File: src/rtl/nwr_pkg.sv
package nwr_pkg;

  typedef enum logic [1:0] {
    SZ_BYTE = 2'b00,
    SZ_HALF = 2'b01,
    SZ_WORD = 2'b10,
    SZ_WIDE = 2'b11
  } nwr_size_e;

  localparam int unsigned BYTE_BITS = 8;
  localparam int unsigned HALF_BITS = 16;

endpackage

File: src/rtl/nwr_lane_replicator.sv
module nwr_lane_replicator
  import nwr_pkg::*;
#(
  parameter int unsigned DATA_W = 32
) (
  input  nwr_size_e         size,
  input  logic [DATA_W-1:0] src_data,
  output logic [DATA_W-1:0] bus_data
);

  localparam int unsigned LANES  = DATA_W / BYTE_BITS;
  localparam int unsigned HALVES = DATA_W / HALF_BITS;

  logic [DATA_W-1:0] byte_fill;
  logic [DATA_W-1:0] half_fill;

  // Copy the narrow value into every lane of its size.
  for (genvar ln = 0; ln < LANES; ln++) begin : g_byte_fill
    assign byte_fill[ln*BYTE_BITS +: BYTE_BITS] = src_data[BYTE_BITS-1:0];
  end

  for (genvar hf = 0; hf < HALVES; hf++) begin : g_half_fill
    assign half_fill[hf*HALF_BITS +: HALF_BITS] = src_data[HALF_BITS-1:0];
  end

  always_comb begin
    unique case (size)
      SZ_BYTE: bus_data = byte_fill;
      SZ_HALF: bus_data = half_fill;
      default: bus_data = src_data;
    endcase
  end

endmodule

File: src/rtl/nwr_scratch_bank.sv
module nwr_scratch_bank #(
  parameter int unsigned DATA_W   = 32,
  parameter int unsigned NUM_REGS = 4,
  localparam int unsigned IDX_W   = $clog2(NUM_REGS)
) (
  input  logic              clk,
  input  logic              rst_n,
  input  logic              wr_en,
  input  logic [IDX_W-1:0]  wr_idx,
  input  logic [DATA_W-1:0] wr_bus,
  input  logic [IDX_W-1:0]  rd_idx,
  output logic [DATA_W-1:0] rd_word
);

  logic [DATA_W-1:0] reg_q [NUM_REGS];

  for (genvar r = 0; r < NUM_REGS; r++) begin : g_reg
    logic              hit;
    logic [DATA_W-1:0] reg_d;

    // Next-state: the whole bus word, with no lane masking.
    always_comb begin
      hit   = wr_en && (wr_idx == IDX_W'(r));
      reg_d = wr_bus;
    end

    always_ff @(posedge clk or negedge rst_n) begin
      if (!rst_n) begin
        reg_q[r] <= '0;
      end else if (hit) begin
        reg_q[r] <= reg_d;
      end
    end
  end

  always_comb begin
    rd_word = reg_q[rd_idx];
  end

endmodule

File: src/rtl/nwr_lane_extract.sv
module nwr_lane_extract
  import nwr_pkg::*;
#(
  parameter int unsigned DATA_W = 32,
  localparam int unsigned LANES  = DATA_W / BYTE_BITS,
  localparam int unsigned HALVES = DATA_W / HALF_BITS,
  localparam int unsigned LANE_W = $clog2(LANES)
) (
  input  logic              clk,
  input  logic              rst_n,
  input  logic              cap_en,
  input  nwr_size_e         size,
  input  logic [LANE_W-1:0] lane_sel,
  input  logic [DATA_W-1:0] word,
  output logic [DATA_W-1:0] result
);

  logic [BYTE_BITS-1:0] byte_lane [LANES];
  logic [HALF_BITS-1:0] half_lane [HALVES];
  logic [DATA_W-1:0]    result_d;
  logic [DATA_W-1:0]    result_q;

  // Little-endian lane split: lane 0 holds the least significant bits.
  for (genvar ln = 0; ln < LANES; ln++) begin : g_byte_lane
    assign byte_lane[ln] = word[ln*BYTE_BITS +: BYTE_BITS];
  end

  for (genvar hf = 0; hf < HALVES; hf++) begin : g_half_lane
    assign half_lane[hf] = word[hf*HALF_BITS +: HALF_BITS];
  end

  always_comb begin
    result_d = '0;
    unique case (size)
      SZ_BYTE: result_d[BYTE_BITS-1:0] = byte_lane[lane_sel];
      SZ_HALF: result_d[HALF_BITS-1:0] = half_lane[lane_sel[LANE_W-1:1]];
      default: result_d = word;
    endcase
  end

  always_ff @(posedge clk or negedge rst_n) begin
    if (!rst_n) begin
      result_q <= '0;
    end else if (cap_en) begin
      result_q <= result_d;
    end
  end

  assign result = result_q;

endmodule

File: src/rtl/nwr_regbus.sv
module nwr_regbus
  import nwr_pkg::*;
#(
  parameter int unsigned DATA_W   = 32,
  parameter int unsigned NUM_REGS = 4,
  localparam int unsigned LANE_W  = $clog2(DATA_W / BYTE_BITS),
  localparam int unsigned IDX_W   = $clog2(NUM_REGS),
  localparam int unsigned ADDR_W  = LANE_W + IDX_W
) (
  input  logic              clk,
  input  logic              rst_n,
  input  logic [ADDR_W-1:0] acc_addr,
  input  logic [1:0]        acc_size,
  input  logic [DATA_W-1:0] acc_wdata,
  input  logic              acc_we,
  input  logic              acc_re,
  output logic [DATA_W-1:0] wbus_data,
  output logic [DATA_W-1:0] rd_data
);

  nwr_size_e         size_q;
  logic [IDX_W-1:0]  reg_idx;
  logic [LANE_W-1:0] lane_sel;
  logic [DATA_W-1:0] bank_word;

  assign size_q   = nwr_size_e'(acc_size);
  assign reg_idx  = acc_addr[LANE_W +: IDX_W];
  assign lane_sel = acc_addr[LANE_W-1:0];

  nwr_lane_replicator #(
    .DATA_W(DATA_W)
  ) u_repl (
    .size    (size_q),
    .src_data(acc_wdata),
    .bus_data(wbus_data)
  );

  // The bank sees only the register index, never the lane bits.
  nwr_scratch_bank #(
    .DATA_W  (DATA_W),
    .NUM_REGS(NUM_REGS)
  ) u_bank (
    .clk    (clk),
    .rst_n  (rst_n),
    .wr_en  (acc_we),
    .wr_idx (reg_idx),
    .wr_bus (wbus_data),
    .rd_idx (reg_idx),
    .rd_word(bank_word)
  );

  nwr_lane_extract #(
    .DATA_W(DATA_W)
  ) u_extract (
    .clk     (clk),
    .rst_n   (rst_n),
    .cap_en  (acc_re),
    .size    (size_q),
    .lane_sel(lane_sel),
    .word    (bank_word),
    .result  (rd_data)
  );

endmodule

File: config.mk
export PLATFORM = sky130hd
export DESIGN_NAME = nwr_regbus
export DESIGN_NICKNAME = d
export VERILOG_FILES = /design/src/rtl/nwr_pkg.sv /design/src/rtl/nwr_lane_replicator.sv /design/src/rtl/nwr_scratch_bank.sv /design/src/rtl/nwr_lane_extract.sv /design/src/rtl/nwr_regbus.sv
export SDC_FILE = /design/constraint.sdc
export NUM_CORES = 1
export LEC_CHECK = 0
export BUFFER_PORTS_ARGS = -buffer_cell sky130_fd_sc_hd__buf_2
export CAP_MARGIN = 20
export CORE_MARGIN = 2
export CORE_UTILIZATION = 58
export DETAILED_ROUTE_END_ITERATION = 12
export GPL_ROUTABILITY_DRIVEN = 0
export PLACE_DENSITY_LB_ADDON = 0.08
export SLEW_MARGIN = 10
export SYNTH_ARGS = -nofsm -noshare
export SYNTH_HDL_FRONTEND = slang
export SYNTH_HIERARCHICAL = 1
export SYNTH_SLANG_ARGS = --single-unit
File: constraint.sdc
create_clock -name clk -period 1.65 [get_ports clk]
set_input_delay 0.2475 -clock clk [delete_from_list [all_inputs] [get_ports clk]]
set_output_delay 0.2475 -clock clk [all_outputs]
set_load 0.03 [all_outputs]
---- Word-level counts from Yosys, hierarchy flattened ----
Cells that the tools add are included.
storage, ports and cells
  flip-flop bits (word level) ............. 160
  input port bits ......................... 42
  output and inout port bits .............. 64
  logic and storage cells ................. 35
cells by class
  $lt $le $gt $ge ......................... 3
  equality and inequality tests ........... 4
  mux-type cells .......................... 13
  bitwise gates (word level) .............. 3
  reductions and logical operators ........ 7
operators by type and width
  kind                count
  $bmux 32 s2         1
  $mux 16             4
  $mux 32             2
  $pmux 32 s2         1
  $pmux 8 s2          2
  $bmux 8 s2          1
  $mux 8              2
  $ge 3x3->1 const B  2
  $not 2->3           2
  $eq 2x1->1 const B  2
  $eq 2x2->1 const B  2
  $logic_and 1x1->1   4
  $logic_not 2->1     2
  $ge 2x2->1 const B  1
  $not 1->2           1
  $reduce_or 2->1     1

---- Longest topological paths before layout ----
  depth in word-level cells ............... 8
  depth in mapped cells ................... 6
  gate-level depth less buffers ........... 4

---- By module ----
Netlist, hierarchy kept.
modules (own cells, without submodules)
  module               times used  cells each  area an instance (µm²)  sequential area each (µm²)
  nwr_scratch_bank     1           311         5504.0                  3203.1
  nwr_lane_extract     1           195         1786.7                  800.8
  nwr_lane_replicator  1           53          464.2                   0.0

---- Least setup slack after synthesis ----
OpenSTA, ideal clock, no wires.
  path type ............................... input port to flip-flop
  start ................................... in acc_size[1]
  end ..................................... reg u_bank/reg_q[124] in the netlist's numbering
  setup time .............................. 0.070 ns
  arrival ................................. 1.693 ns
  required time ........................... 1.580 ns
  setup slack ............................. -0.113 ns
  stages on the path ...................... 4
  buffers on the path ..................... 2
  cell sequence ........................... buf_6 > buf_2 > o21ai_0 > mux2_2
between the ends
  longest elaborated chain between the ends .. 2
  elaborated cells on any way between the ends .. 3
  those cells by class .................... 1 x eq/ne; 1 x mux; 1 x reduce/logical
RTL lines
  what                                                  line                       source
  start: declaration                                    nwr_regbus.sv:13           input logic [1:0] acc_size,
  $eq 2x1->1 / $logic_not 2->1 (equally long branches)  nwr_lane_replicator.sv:27  unique case (size)
  $pmux 32 s2 (*)                                       nwr_lane_replicator.sv:27
  via wbus_data[28]                                     nwr_regbus.sv:17           output logic [DATA_W-1:0] wbus_data,
  end signal: indexed assignment                        nwr_scratch_bank.sv:31     reg_q[r] <= reg_d;
  end: declaration                                      nwr_scratch_bank.sv:15     logic [DATA_W-1:0] reg_q [NUM_REGS];
Mark *: on every way through the listed nets, which the timed path passes. The rest lies on a longest branch.
A chain may end at the register's enable or synchronous reset.

---- Worst setup path in the final report ----
  start ................................... in acc_size[0]
  end ..................................... out wbus_data[15]
between the ends
  longest elaborated chain between the ends .. 2
  elaborated cells on any way between the ends .. 3
  those cells by class .................... 1 x eq/ne; 1 x mux; 1 x reduce/logical
RTL lines
  what                                                  line
  $eq 2x1->1 / $logic_not 2->1 (equally long branches)  nwr_lane_replicator.sv:27
  $pmux 32 s2 (*)                                       nwr_lane_replicator.sv:27
  end: declaration                                      nwr_regbus.sv:17
Every way passes the cells marked *; elsewhere a longest branch is shown, timed or not.

==> results_dict.tcl <==
set metrics [dict create \
    via_count 5233 \
    synth_area_mm2 0.00775 \
    cp.required_ps 1400 \
    dr.pass1.iters 5 \
    clkTransAtPathRegs_ps 60 \
    boundaryPins 106 \
    violations "setup timing" \
    status "complete, but fails checks" \
    fin_area_mm2 0.00939 \
    drv_slew 0 \
    portBuffers 105 \
    cts-htree-levels 4 \
    grt_pass1_vias 5446 \
    syn2layout_area_growth_pct 21.0 \
    max_freq_mhz 593 \
    fill_cells 923 \
    critical_path_class "in -> out" \
    die_area_mm2 0.0143 \
    wl_met1_mm 8.77 \
    grt_max_degree 65 \
    fin_cells 875 \
    wl_met3_um 837 \
    start_kind "primary input" \
    antenna_cells 0 \
    drtIter0Drc 355 \
    die_w_um 120 \
    place_hpwl_mm 14.2 \
    crit_path_end_kind "primary output" \
    wl_met2_mm 9.72 \
    fin_ws_ps -37.1 \
    cts_sinks 160 \
    final_antenna_net_count 0 \
    cap_viol_max_count 0 \
    drc 0 \
    irDropWorstVdd_v 0.000715 \
    synth.distinct_cells 26 \
    skew_ps 5.63 \
    cts_tree "done" \
    wire_per_inst_um 22.8 \
    numCtsBuffers 17 \
    crit_fanout 8 \
    cts_root_buf "clkbuf_16" \
    setup_viol 6 \
    grt_overflow_total 0 \
    via_per_inst 5.98 \
    synthesis.nets 601 \
    clockBufferDepth 2 \
    p_per_area_mw_per_mm2 1290 \
    ys_warn_count 6 \
    initial_core_util 0.590 \
    grt_setup_unrepaired "true" \
    arrival_ps 1440 \
    globalRouteTotalUtil 0.296 \
    drive_gt1_frac 0.534 \
    tightest_slew_ps 655 \
    synth_cells 559 \
    power.static_leakage_nw 4.26 \
    fin_crit_sh 1.02 \
    dr.max_layer_used "met4" \
    dp_cells 842 \
    die_y_um 120 \
    hp-class "in -> reg" \
    core_area_mm2 0.0131 \
    seq_area_frac_synth 0.516 \
    synth_seq_cells 160 \
    grt_pass1_wl_mm 31.3 \
    row_count 42 \
    clk_latency_ps 430 \
    drt-total-wl_mm 19.9 \
    placed_area_mm2 0.00875 \
    maxSlewHeadroom 0.562 \
    fin_nets 728 \
    post-route-util 0.714 \
    finalCriticalPeriod_ps 1690 \
    hold_viol_final 0 \
    antenna_found_initial 0 \
    avgSynthCellArea_um2 13.9 \
]
[per-stage QoR]
step                total power, mW  setup WS, ps  hold WS [ps]  setup TNS (ps)
floorplan                      7.01          -113         -48.1            -957
global placement               7.99          -277           231           -2310
detailed placement             8.11          -265           233           -2650
CTS                            12.2         -19.8           151           -70.9
global route                   12.6         -51.3           173            -324
finish                         12.1         -37.1           169            -128
[flip-flops by register name, summed over array words and instances, names as in the netlist]
signal            count
u_extract/result     32
u_bank/reg_q        128
[worst max-delay path: stages]
cell and delay (ps):
buf_2 200, buf_12 180, nor2_8 160, mux2_2 440
buf_2 210
[kinds of logic after synthesis]
group	synth area share
simple gates	0.0552
buf+inv	0.0445
mux	0.335
flops	0.516
compound gates	0.0490
[cell usage after synthesis]
library cell    n  share of area
a31oi_1         8         0.0065
and3b_1         8         0.0090
buf_1           5         0.0024
buf_2          15         0.0097
buf_4          15          0.015
buf_6           4         0.0058
clkbuf_1        9         0.0044
dfrtp_1       160           0.52
inv_1          16         0.0077
mux2_1          2         0.0029
mux2_2        138           0.20
mux2_4          4         0.0077
mux2i_1        24          0.031
mux4_2         32          0.093
nand2_1        24          0.012
nand3_1        17          0.011
nand3b_1        2         0.0019
nor2_1          8         0.0039
nor2_8          1         0.0026
nor2b_1         9         0.0073
nor3_1          8         0.0052
nor3b_2         1         0.0016
o211ai_2        8          0.013
o21ai_0        32          0.021
o22a_1          8         0.0090
or3b_1          1         0.0011
[cell type report]
class	count	area, um2	share of cell area
clock buffers	18	439	0.0468
flip-flops and latches	160	4000	0.427
well taps	176	220	0.0235
clock inverters	14	173	0.0184
multi-input cells	335	3420	0.364
repair buffers	156	1070	0.114
inverters	16	60.1	0.00640
[power by group]
group	internal, mW	leakage (nW)	switching [mW]
registers	4.71	1.92	0.421
logic	1.41	2.04	1.54
clock network	2.33	0.302	1.72
total	8.45	4.26	3.68
[layout by cell type (no fill, tap or decap), drive strengths merged]
cell type and n:
a31oi 8, and3b 8, buf 154, bufinv 2, clkbuf 19, clkinv 4
dfrtp 160, dlygate4sd3 1, inv 24, mux2 144, mux2i 24, mux4 32
nand2 24, nand3 17, nand3b 2, nor2 9, nor2b 9, nor3 8
nor3b 1, o211ai 8, o21ai 32, o22a 8, or3b 1
[layer usage]
layer / up-vias / track usage
met3: 37 / 0.0580
met2: 153 / 0.467
met4: 0 / 0.139
met5: - / 0
met1: 2737 / 0.401
li1: 2306 / -
[timing repair]
item | CTS | global route
cloned | 0 | 0
resized for setup | 1 | 2
hold buffers | 1 | 0
setup buffers | 0 | 0
setup endpoints to repair | 5 | 11
hold endpoints to repair | 46 | 0
[worst paths after layout]
check,startpoint,to,slack (ps),depth (start not counted)
min in group asynchronous,rst_n,u_bank/reg_q[85],340,2
min,acc_wdata[1],u_bank/reg_q[65],170,2
max reg2reg,u_bank/reg_q[10],u_extract/result[10],80,4
min reg2reg,u_bank/reg_q[45],u_bank/reg_q[45],500,1
max in group asynchronous,rst_n,u_extract/result[18],680,3
max,acc_size[0],wbus_data[15],-40,5
Note: power is estimated with default switching activity, not from simulation.
